### config.mk
export PLATFORM = sky130hd
export DESIGN_NAME = ber_rx_sync
export DESIGN_NICKNAME = d
export VERILOG_FILES = /design/src/rtl/ber_rx_pkg.sv /design/src/rtl/ber_rx_deser.sv /design/src/rtl/ber_rx_cmp.sv /design/src/rtl/ber_rx_satcnt.sv /design/src/rtl/ber_rx_sync.sv
export SDC_FILE = /design/constraint.sdc
export NUM_CORES = 1
export LEC_CHECK = 0
export BUFFER_PORTS_ARGS = -buffer_cell sky130_fd_sc_hd__buf_2
export CORE_MARGIN = 3
export CORE_UTILIZATION = 35
export CTS_CLUSTER_DIAMETER = 50
export DETAILED_ROUTE_END_ITERATION = 12
export SLEW_MARGIN = 40
export SYNTH_ARGS = -nofsm -noshare
export SYNTH_HDL_FRONTEND = slang
export SYNTH_HIERARCHICAL = 1
export SYNTH_SLANG_ARGS = --single-unit
### constraint.sdc
create_clock -name clk -period 7.5 [get_ports clk]
set_input_delay 1.5 -clock clk [delete_from_list [all_inputs] [get_ports clk]]
set_output_delay 1.5 -clock clk [all_outputs]
set_load 0.005 [all_outputs]
### src/rtl/ber_rx_pkg.sv
package ber_rx_pkg;

    typedef enum logic [2:0] {
        ST_IDLE    = 3'd0,
        ST_HUNT    = 3'd1,
        ST_LOCKED  = 3'd2,
        ST_COMPARE = 3'd3,
        ST_DONE    = 3'd4,
        ST_NOSYNC  = 3'd5
    } rx_state_e;

endpackage

### src/rtl/ber_rx_deser.sv
module ber_rx_deser #(
    parameter int DATA_W = 8
) (
    input  logic              clk,
    input  logic              rst_n,
    input  logic              clr,
    input  logic              bit_vld,
    input  logic              bit_in,
    input  logic              slip,
    output logic              frm_vld,
    output logic [DATA_W-1:0] frm_data,
    output logic              frm_stop
);
    localparam int FRM_W = DATA_W + 1;
    localparam int CW    = $clog2(FRM_W);
    localparam logic [CW-1:0] LAST = CW'(DATA_W);

    typedef struct packed {
        logic [FRM_W-1:0] sh;
        logic [CW-1:0]    cnt;
        logic             skip;
        logic             vld;
        logic [FRM_W-1:0] frm;
    } deser_t;

    deser_t r_d, r_q;
    logic [FRM_W-1:0] sh_nx;

    always_comb begin
        r_d     = r_q;
        r_d.vld = 1'b0;
        sh_nx   = {bit_in, r_q.sh[FRM_W-1:1]};
        if (clr) begin
            r_d.cnt  = '0;
            r_d.skip = 1'b0;
        end else if (bit_vld) begin
            if (r_q.skip || slip) begin
                // this bit is discarded to move the character boundary
                r_d.skip = 1'b0;
            end else begin
                r_d.sh = sh_nx;
                if (r_q.cnt == LAST) begin
                    r_d.cnt = '0;
                    r_d.vld = 1'b1;
                    r_d.frm = sh_nx;
                end else begin
                    r_d.cnt = r_q.cnt + 1'b1;
                end
            end
        end else if (slip) begin
            r_d.skip = 1'b1;
        end
    end

    always_ff @(posedge clk or negedge rst_n) begin
        if (!rst_n) r_q <= '0;
        else        r_q <= r_d;
    end

    assign frm_vld  = r_q.vld;
    assign frm_data = r_q.frm[DATA_W-1:0];
    assign frm_stop = r_q.frm[FRM_W-1];
endmodule

### src/rtl/ber_rx_cmp.sv
module ber_rx_cmp #(
    parameter int DATA_W = 8,
    localparam int DIFF_W = $clog2(DATA_W + 1)
) (
    input  logic [DATA_W-1:0] rx,
    input  logic [DATA_W-1:0] expd,
    output logic [DIFF_W-1:0] diff_bits,
    output logic              byte_bad
);
    logic [DATA_W-1:0] x;

    always_comb begin
        x         = rx ^ expd;
        diff_bits = '0;
        for (int i = 0; i < DATA_W; i++) begin
            diff_bits = diff_bits + DIFF_W'(x[i]);
        end
        byte_bad = |x;
    end
endmodule

### src/rtl/ber_rx_satcnt.sv
module ber_rx_satcnt #(
    parameter int W     = 32,
    parameter int INC_W = 4
) (
    input  logic             clk,
    input  logic             rst_n,
    input  logic             clr,
    input  logic [INC_W-1:0] inc,
    output logic [W-1:0]     cnt
);
    localparam int SUM_W = ((W + 1) > INC_W) ? (W + 1) : (INC_W + 1);

    logic [W-1:0]     cnt_d, cnt_q;
    logic [SUM_W-1:0] sum;

    always_comb begin
        sum = SUM_W'(cnt_q) + SUM_W'(inc);
        if (clr)                             cnt_d = '0;
        else if (sum > SUM_W'({W{1'b1}}))    cnt_d = '1;
        else                                 cnt_d = sum[W-1:0];
    end

    always_ff @(posedge clk or negedge rst_n) begin
        if (!rst_n) cnt_q <= '0;
        else        cnt_q <= cnt_d;
    end

    assign cnt = cnt_q;
endmodule

### src/rtl/ber_rx_sync.sv
module ber_rx_sync
    import ber_rx_pkg::*;
#(
    parameter int DATA_W = 8,
    parameter int LEN_W  = 16,
    parameter int CNT_W  = 32
) (
    input  logic              clk,
    input  logic              rst_n,
    input  logic              start,
    input  logic              bit_vld,
    input  logic              bit_in,
    input  logic [DATA_W-1:0] sync_pat,
    input  logic [LEN_W-1:0]  sync_len,
    input  logic [LEN_W-1:0]  pay_len,
    output logic [LEN_W-1:0]  ref_addr,
    input  logic [DATA_W-1:0] ref_data,
    output logic              cap_we,
    output logic [LEN_W-1:0]  cap_addr,
    output logic [DATA_W-1:0] cap_data,
    output logic              sync_ok,
    output logic              no_sync,
    output logic              done,
    output logic [CNT_W-1:0]  byte_errs,
    output logic [CNT_W-1:0]  bit_errs,
    output logic [CNT_W-1:0]  lost_bits
);
    localparam int DIFF_W = $clog2(DATA_W + 1);

    typedef struct packed {
        rx_state_e        st;
        logic             consec;
        logic [LEN_W-1:0] hunt;
        logic [LEN_W-1:0] idx;
    } fsm_t;

    fsm_t f_d, f_q;

    logic              frm_vld, frm_stop, slip;
    logic [DATA_W-1:0] frm_data;
    logic [DIFF_W-1:0] diff_bits;
    logic              byte_bad;
    logic              sync_hit, pay_frm, active;
    logic [LEN_W-1:0]  hunt_nx, idx_nx;
    logic [DIFF_W-1:0] bit_inc;
    logic              byte_inc, lost_inc;

    ber_rx_deser #(.DATA_W(DATA_W)) u_deser (
        .clk      (clk),
        .rst_n    (rst_n),
        .clr      (start),
        .bit_vld  (bit_vld),
        .bit_in   (bit_in),
        .slip     (slip),
        .frm_vld  (frm_vld),
        .frm_data (frm_data),
        .frm_stop (frm_stop)
    );

    ber_rx_cmp #(.DATA_W(DATA_W)) u_cmp (
        .rx        (frm_data),
        .expd      (ref_data),
        .diff_bits (diff_bits),
        .byte_bad  (byte_bad)
    );

    always_comb begin
        sync_hit = frm_vld && frm_stop && (frm_data == sync_pat);
        active   = (f_q.st == ST_HUNT) || (f_q.st == ST_LOCKED) || (f_q.st == ST_COMPARE);
        pay_frm  = frm_vld && (((f_q.st == ST_LOCKED) && !sync_hit) || (f_q.st == ST_COMPARE));
        hunt_nx  = f_q.hunt + 1'b1;
        idx_nx   = f_q.idx + 1'b1;
        slip     = 1'b0;
        f_d      = f_q;

        unique case (f_q.st)
            ST_HUNT: begin
                if (frm_vld) begin
                    if (sync_hit && f_q.consec) begin
                        f_d.st     = ST_LOCKED;
                        f_d.consec = 1'b0;
                    end else begin
                        f_d.consec = sync_hit;
                        slip       = !sync_hit;
                        if (hunt_nx >= sync_len) begin
                            f_d.st = ST_NOSYNC;
                        end else begin
                            f_d.hunt = hunt_nx;
                        end
                    end
                end
            end
            ST_NOSYNC: begin
                f_d.st     = ST_HUNT;
                f_d.hunt   = '0;
                f_d.consec = 1'b0;
            end
            ST_LOCKED, ST_COMPARE: begin
                if (pay_frm) begin
                    f_d.idx = idx_nx;
                    f_d.st  = (idx_nx >= pay_len) ? ST_DONE : ST_COMPARE;
                end
            end
            default: ; // idle and done wait for start
        endcase

        if (start) begin
            f_d.st     = ST_HUNT;
            f_d.consec = 1'b0;
            f_d.hunt   = '0;
            f_d.idx    = '0;
            slip       = 1'b0;
        end

        bit_inc  = (pay_frm && !start) ? diff_bits : '0;
        byte_inc = pay_frm && !start && byte_bad;
        lost_inc = frm_vld && !frm_stop && active && !start;
    end

    always_ff @(posedge clk or negedge rst_n) begin
        if (!rst_n) begin
            f_q.st     <= ST_IDLE;
            f_q.consec <= 1'b0;
            f_q.hunt   <= '0;
            f_q.idx    <= '0;
        end else begin
            f_q <= f_d;
        end
    end

    ber_rx_satcnt #(.W(CNT_W), .INC_W(DIFF_W)) u_bitcnt (
        .clk (clk), .rst_n (rst_n), .clr (start), .inc (bit_inc), .cnt (bit_errs)
    );

    ber_rx_satcnt #(.W(CNT_W), .INC_W(1)) u_bytecnt (
        .clk (clk), .rst_n (rst_n), .clr (start), .inc (byte_inc), .cnt (byte_errs)
    );

    ber_rx_satcnt #(.W(CNT_W), .INC_W(1)) u_lostcnt (
        .clk (clk), .rst_n (rst_n), .clr (start), .inc (lost_inc), .cnt (lost_bits)
    );

    assign ref_addr = f_q.idx;
    assign cap_we   = pay_frm && !start;
    assign cap_addr = f_q.idx;
    assign cap_data = frm_data;
    assign sync_ok  = (f_q.st == ST_LOCKED) || (f_q.st == ST_COMPARE) || (f_q.st == ST_DONE);
    assign no_sync  = (f_q.st == ST_NOSYNC);
    assign done     = (f_q.st == ST_DONE);
endmodule

==> After elaboration in Yosys (flattened, before gate mapping) <==
Index checks and enable logic that the tools add are counted.
{ "word_totals": {"regBits": 156, "inputBits": 53, "word_cells": 116} }
{ "op_classes": {"addsub": 13, "order_cmp": 5, "n_eq_ne": 14, "mux": 34, "bitwise": 3, "reduce_logical": 35} }
{ "op_table": {"columns": ["cell", "count"], "rows": [
  ["32-bit two-way mux", 6],
  ["33-bit by 32-bit > comparator with 1-bit output (second input constant)", 3],
  ["32-bit by 1-bit adder with 33-bit output", 2],
  ["16-bit two-way mux", 4],
  ["10-bit two-way mux", 4],
  ["36-bit two-way mux", 1],
  ["17-bit one-hot mux with 2 select lines", 1],
  ["32-bit by 4-bit adder with 33-bit output", 1],
  ["16-bit by 1-bit adder with 16-bit output (second input constant)", 2],
  ["16-bit greater-or-equal comparator", 2],
  ["4-bit by 1-bit adder with 4-bit output", 6],
  ["20-bit two-way mux", 1],
  ["4-bit two-way mux", 5],
  ["4-bit AND reduction", 3],
  ["1-bit logical AND", 10],
  ["3-bit two-way mux", 3],
  ["3-bit != test (second input constant)", 3],
  ["3-bit one-hot mux with 3 select lines", 1],
  ["8-bit == test", 1],
  ["2-bit AND reduction", 4],
  ["8-bit OR reduction", 1],
  ["8-bit bitwise XOR", 1],
  ["1-bit two-way mux", 7],
  ["3-bit by 2-bit == test with 1-bit output (second input constant)", 2],
  ["17 further kinds", 30]
]} }

==> Depth between registers and ports, before layout <==
{ "logic_depth": {"word_depth": 13, "mapped_depth": 22, "ltp_nobuf": 19} }

==> Cells and area by module <==
Netlist, hierarchy kept.
{ "modules_own_cells": {"columns": ["module", "n_inst", "cells_per_inst", "area_each_um2"], "rows": [
  ["ber_rx_sync", 1, 412, 3492.1],
  ["ber_rx_satcnt (u_bitcnt)", 1, 186, 1914.3],
  ["ber_rx_satcnt (u_lostcnt)", 1, 195, 1876.8],
  ["ber_rx_satcnt (u_bytecnt)", 1, 168, 1697.9],
  ["ber_rx_deser", 1, 71, 988.4],
  ["ber_rx_cmp", 1, 31, 271.5]
]} }

==> Worst setup path before layout <==
No wires, ideal clock.
{ "synth_path": {"kind": "input port to flip-flop", "start": "in ref_data[0]", "end": "reg u_bitcnt.cnt_q[19], in the netlist u_bitcnt/cnt[19]", "setup_time_ns": 0.078, "arrival_ns": 5.934, "required_time_ns": 7.422, "path_slack_ns": 1.488, "cell_stages": 21, "path_buffers": 2, "cell_sequence": "xnor2_1 fa_1 inv_1 fa_1 inv_1 fa_1 inv_1 ha_1 inv_1 fa_1 inv_1 and2_1 inv_1 fa_1 nand2b_1 a211oi_4 and2_2 nand3_2 buf_6 buf_6 a21oi_2"} }
{ "synth_between": {"elab_chain_cells": 13} }
{ "synth_lines": {"columns": ["item", "line", "text"], "rows": [
  ["from (decl)", "ber_rx_sync.sv:17", "input logic [DATA_W-1:0] ref_data,"],
  ["8-bit bitwise XOR *", "ber_rx_cmp.sv:13", "x = rx ^ expd;"],
  ["1-bit by 1-bit adder with 2-bit output *", "ber_rx_cmp.sv:16", "diff_bits = diff_bits + DIFF_W'(x[i]);"],
  ["4-bit by 1-bit adder with 4-bit output * (6 in a row)", "ber_rx_cmp.sv:16", null],
  ["net diff_bits[1]", "ber_rx_sync.sv:41", "logic [DIFF_W-1:0] diff_bits;"],
  ["4-bit two-way mux *", "ber_rx_sync.sv:115", "bit_inc = (pay_frm && !start) ? diff_bits : '0;"],
  ["net bit_inc[1]", "ber_rx_sync.sv:45", "logic [DIFF_W-1:0] bit_inc;"],
  ["32-bit by 4-bit adder with 33-bit output *", "ber_rx_satcnt.sv:17", "sum = SUM_W'(cnt_q) + SUM_W'(inc);"],
  ["33-bit by 32-bit > comparator with 1-bit output", "ber_rx_satcnt.sv:19", "else if (sum > SUM_W'({W{1'b1}})) cnt_d = '1;"],
  ["32-bit two-way mux *", "ber_rx_satcnt.sv:19", null],
  ["32-bit two-way mux *", "ber_rx_satcnt.sv:18", "if (clr) cnt_d = '0;"],
  ["net u_bitcnt.cnt_d[19]", "ber_rx_satcnt.sv:13", "logic [W-1:0] cnt_d, cnt_q;"],
  ["to (signal assigned)", "ber_rx_satcnt.sv:25", "else cnt_q <= cnt_d;"],
  ["to (decl)", "ber_rx_satcnt.sv:13", null]
]} }
The timed path passes the listed nets; every way through them passes the cells marked *.
A chain may end at the register's enable or synchronous reset.

==> Worst setup path in the final report <==
{ "layout_path": {"start": "in ref_data[0]", "end": "reg u_bitcnt.cnt_q[10], in the netlist u_bitcnt/cnt[10]"} }
Same word-level chain as after synthesis.

==> results.toml <==
[floorplan]
fp-row-count = 61
io-pin-count = 193
fp.dieW_um = 177
initial_utilization_pct = 36.2
die_y_um = 177
core_sq_mm = 0.0283
die-area_sq_mm = 0.0313

[detailed_routing]
routed_via_density = 5.19
drtIter0Drc = 542
antenna_left = 0
wl_per_cell_um = 16.2
drtPass1Iterations = 4
num_vias = 8287
routed_wl_um = 25800
drc = 0

[clock_tree]
cts_buffer_depth = 2
tritoncts = "done"
clk_latency_ns = 0.42
cts-root-buf = "clkbuf_16"
clk_pin_slew_ns = 0.07
htree_num_levels = 4
cts_resized = 0
cts_buffers = 17
cts_setup_buffers = 0
cts_sinks = 155
hold_buffers = 0

[logic_synthesis]
yosysTopAreaCell = "dfrtp_1"
netlist_area_sq_mm = 0.0102
syn-num-nets = 1169
syn_area_per_cell_sq_um = 9.63
synth_seq_area_share_pct = 37.9
synth_top_area_share_pct = 37.9
ys_ff_latch = 155
yosysWarnings = 6
synth_cell_types = 81
synth_edf_count = 0
syn_inst = 1063
yosys-top-cells-area = "dfrtp_1 (38%), xnor2_1 (7.2%), ha_1 (5.9%)"
synth-main-ff-cell = "dfrtp_1"
async_reset_ff_share_pct = 100

[final_layout]
nets = 1311
syn2layout_area_growth_pct = 15.8
drive_above_1_share_pct = 25.7
antennaDiodeCount = 0

[sta]
maxSlewViolCount = 0
rsz0062_at_grt = "false"
relSlewSlack_pct = 50.8
worst_pin_slew_ns = 0.738
fin_crit_ns = 6.20
skew_ns = 0.0202
finalCritPeriodShare_pct = 82.7
fmax_mhz = 161
tns_ns = 0
finalHoldViolations = 0
setup_viol = 0
fin_ws_ns = 1.30

[critical_path]
crit_chain = "buf_2 -> xnor2_1 -> fa_1 -> inv_1 -> fa_1 -> inv_1 -> fa_1 -> inv_1 -> ha_1 -> inv_1 -> fa_1 -> inv_1 -> and2_1 -> inv_1 -> fa_1 -> nand2b_1 -> a211oi_4 -> buf_4 -> and2_2 -> nand3_2 -> buf_4 -> a21oi_1"
crit_fanout = 21
end_kind = "register"
cp.required_ns = 7.83
crit_arrival_ns = 6.54
worst_path_max_delay_cell = "fa_1"
cp_slowest_stage_delay_ns = 0.58
path_class = "primary input to register"
crit_buf_inv = 9
cp-start-kind = "primary input"
crit_family = "adder cells"
cp_common_cell = "inv_1"

[grt]
grt_pass1_vias = 8069
grt_max_degree = 80
gr-max-usage-layer = "met2"
overflow = 0
antenna_found_initial = 0
use_met2_pct = 27.3
gr-usage-met3_pct = 2.83
use_met1_pct = 22.6
grt_pass1_wl_um = 42400
grt_usage_pct = 16.5

[pwr]
p_leak_nw = 5.61
cellPowerDensity_mw_per_mm2 = 164
ir_drop_mv = 0.141

[placed_design]
dp_hpwl_um = 18700
place.gp.congestion = 0.822
preCtsSetupSlack_ns = 0.936
portBuffers = 192

[outcome]
status = "complete, no violations"

[job]
drv_cap = 0

[worst_hold_path]
hp-class = "register to register"
==> Yosys cell counts (4+ instances only) <==
library cell,count
a21o_1,8
a21oi_1,53
a41oi_1,4
xor2_1,38
buf_6,8
nor4_1,8
o21ai_0,38
or4_1,4
inv_1,67
nor2b_1,13
nor4_2,8
nand3_1,50
buf_4,42
a22o_1,6
nor4_4,4
a211o_1,4
dfrtp_1,155
a31oi_1,15
a211oi_1,8
buf_2,8
and3_1,18
nand4_1,38
or3_1,6
nand4_4,4
and2_1,15
clkbuf_1,17
nor3_1,41
a221o_1,5
nand2b_1,10
or2_2,5
and4_1,12
xnor2_1,84
nand2_1,59
fa_1,5
a21oi_2,12
ha_1,48
o31ai_1,4
nor2_1,53
mux2_2,22
==> path summary, 6_finish.rpt <==
check / endpoint / slack [ns] / startpoint / cells past startpoint
worst max-delay path: u_bitcnt/cnt[10] / 1.30 / ref_data[0] / 22
worst min-delay path: f_q[29] / 0.51 / f_q[29] / 1
worst max register to register: u_bitcnt/cnt[10] / 1.97 / u_deser/frm_data[0] / 21
worst min register to register: f_q[29] / 0.51 / f_q[29] / 1
max in group asynchronous: u_deser/r_q[10] / 5.58 / rst_n / 2
min in group asynchronous: u_bitcnt/cnt[21] / 0.91 / rst_n / 1
==> registers in the layout, summed over array words and instances (netlist names) <==
signal            flops
u_deser/r_q          13
u_deser/frm_data      8
cap_addr             16
u_deser/frm_vld       1
u_bitcnt/cnt         32
u_deser/frm_stop      1
u_lostcnt/cnt        32
u_bytecnt/cnt        32
f_q                  20
==> cells by family after synthesis <==
logic type,count (synthesis),synth area share [%]
compound gates,181,11.8
xor+xnor,122,10.4
fa+ha+maj,53,6.84
simple gates,383,22.7
flops,155,37.9
buf+inv,143,7.48
mux,26,2.86
==> layout make-up <==
class	instances	area, sq um
Clock buffer	17	425
Clock inverter	15	173
Fill cell	2828	16500
Inverter	67	251
Multi-Input combinational cell	765	5610
Sequential cell	155	3880
Tap cell	378	473
Timing Repair Buffer	199	1050
==> cells in the final DEF, fill, tap and decap left out, types with 22 or more instances in the layout <==
master	netlist	routed
buf_2	8	190
dfrtp_1	155	155
xnor2_1	84	84
inv_1	67	67
nand2_1	59	59
nor2_1	53	53
a21oi_1	53	53
nand3_1	50	50
ha_1	48	48
nor3_1	41	41
xor2_1	38	38
nand4_1	38	38
o21ai_0	38	38
mux2_2	22	22
==> power by group <==
part,internal (mW),total [mW],switching [mW],leakage (nW)
clock,0.451,0.875,0.424,0.289
combinational,0.0774,0.185,0.107,3.18
sequential,0.859,0.882,0.0232,2.14
total,1.39,1.94,0.554,5.61
==> routing by layer <==
| metal | wire length, um | part of all wire (%) | up-vias |
|---|---|---|---|
| met5 | 0 | 0 | - |
| met4 | 222 | 0.86 | 0 |
| met3 | 1350 | 5.2 | 16 |
| met2 | 12100 | 47 | 223 |
| met1 | 12100 | 47 | 4019 |
| li1 | - | - | 4029 |
==> metrics by stage <==
step                      hold slack, ns  area, sq um  total power, mW  utilization [%]  std cells
after CTS                          0.504        11800             1.97             41.7       1594
after detailed placement           0.486        11200             1.08             39.6       1562
after global routing               0.528        11900             2.03             41.9       1596
final                              0.507        11900             1.94             41.9       1596
after floorplan                    0.455        10200             1.01                -       1063
after global placement             0.474        11200             1.08             39.6       1562
==> worst reg2reg max path, delay by kind of cell (launching register included) <==
kind | cells | cell delay [ns]
flops | 1 | 0.47
buf+inv | 8 | 0.88
simple gates | 4 | 0.76
xor+xnor | 1 | 0.21
fa+ha+maj | 6 | 2.74
compound gates | 2 | 0.39
Power figures use the tool's default switching activity.
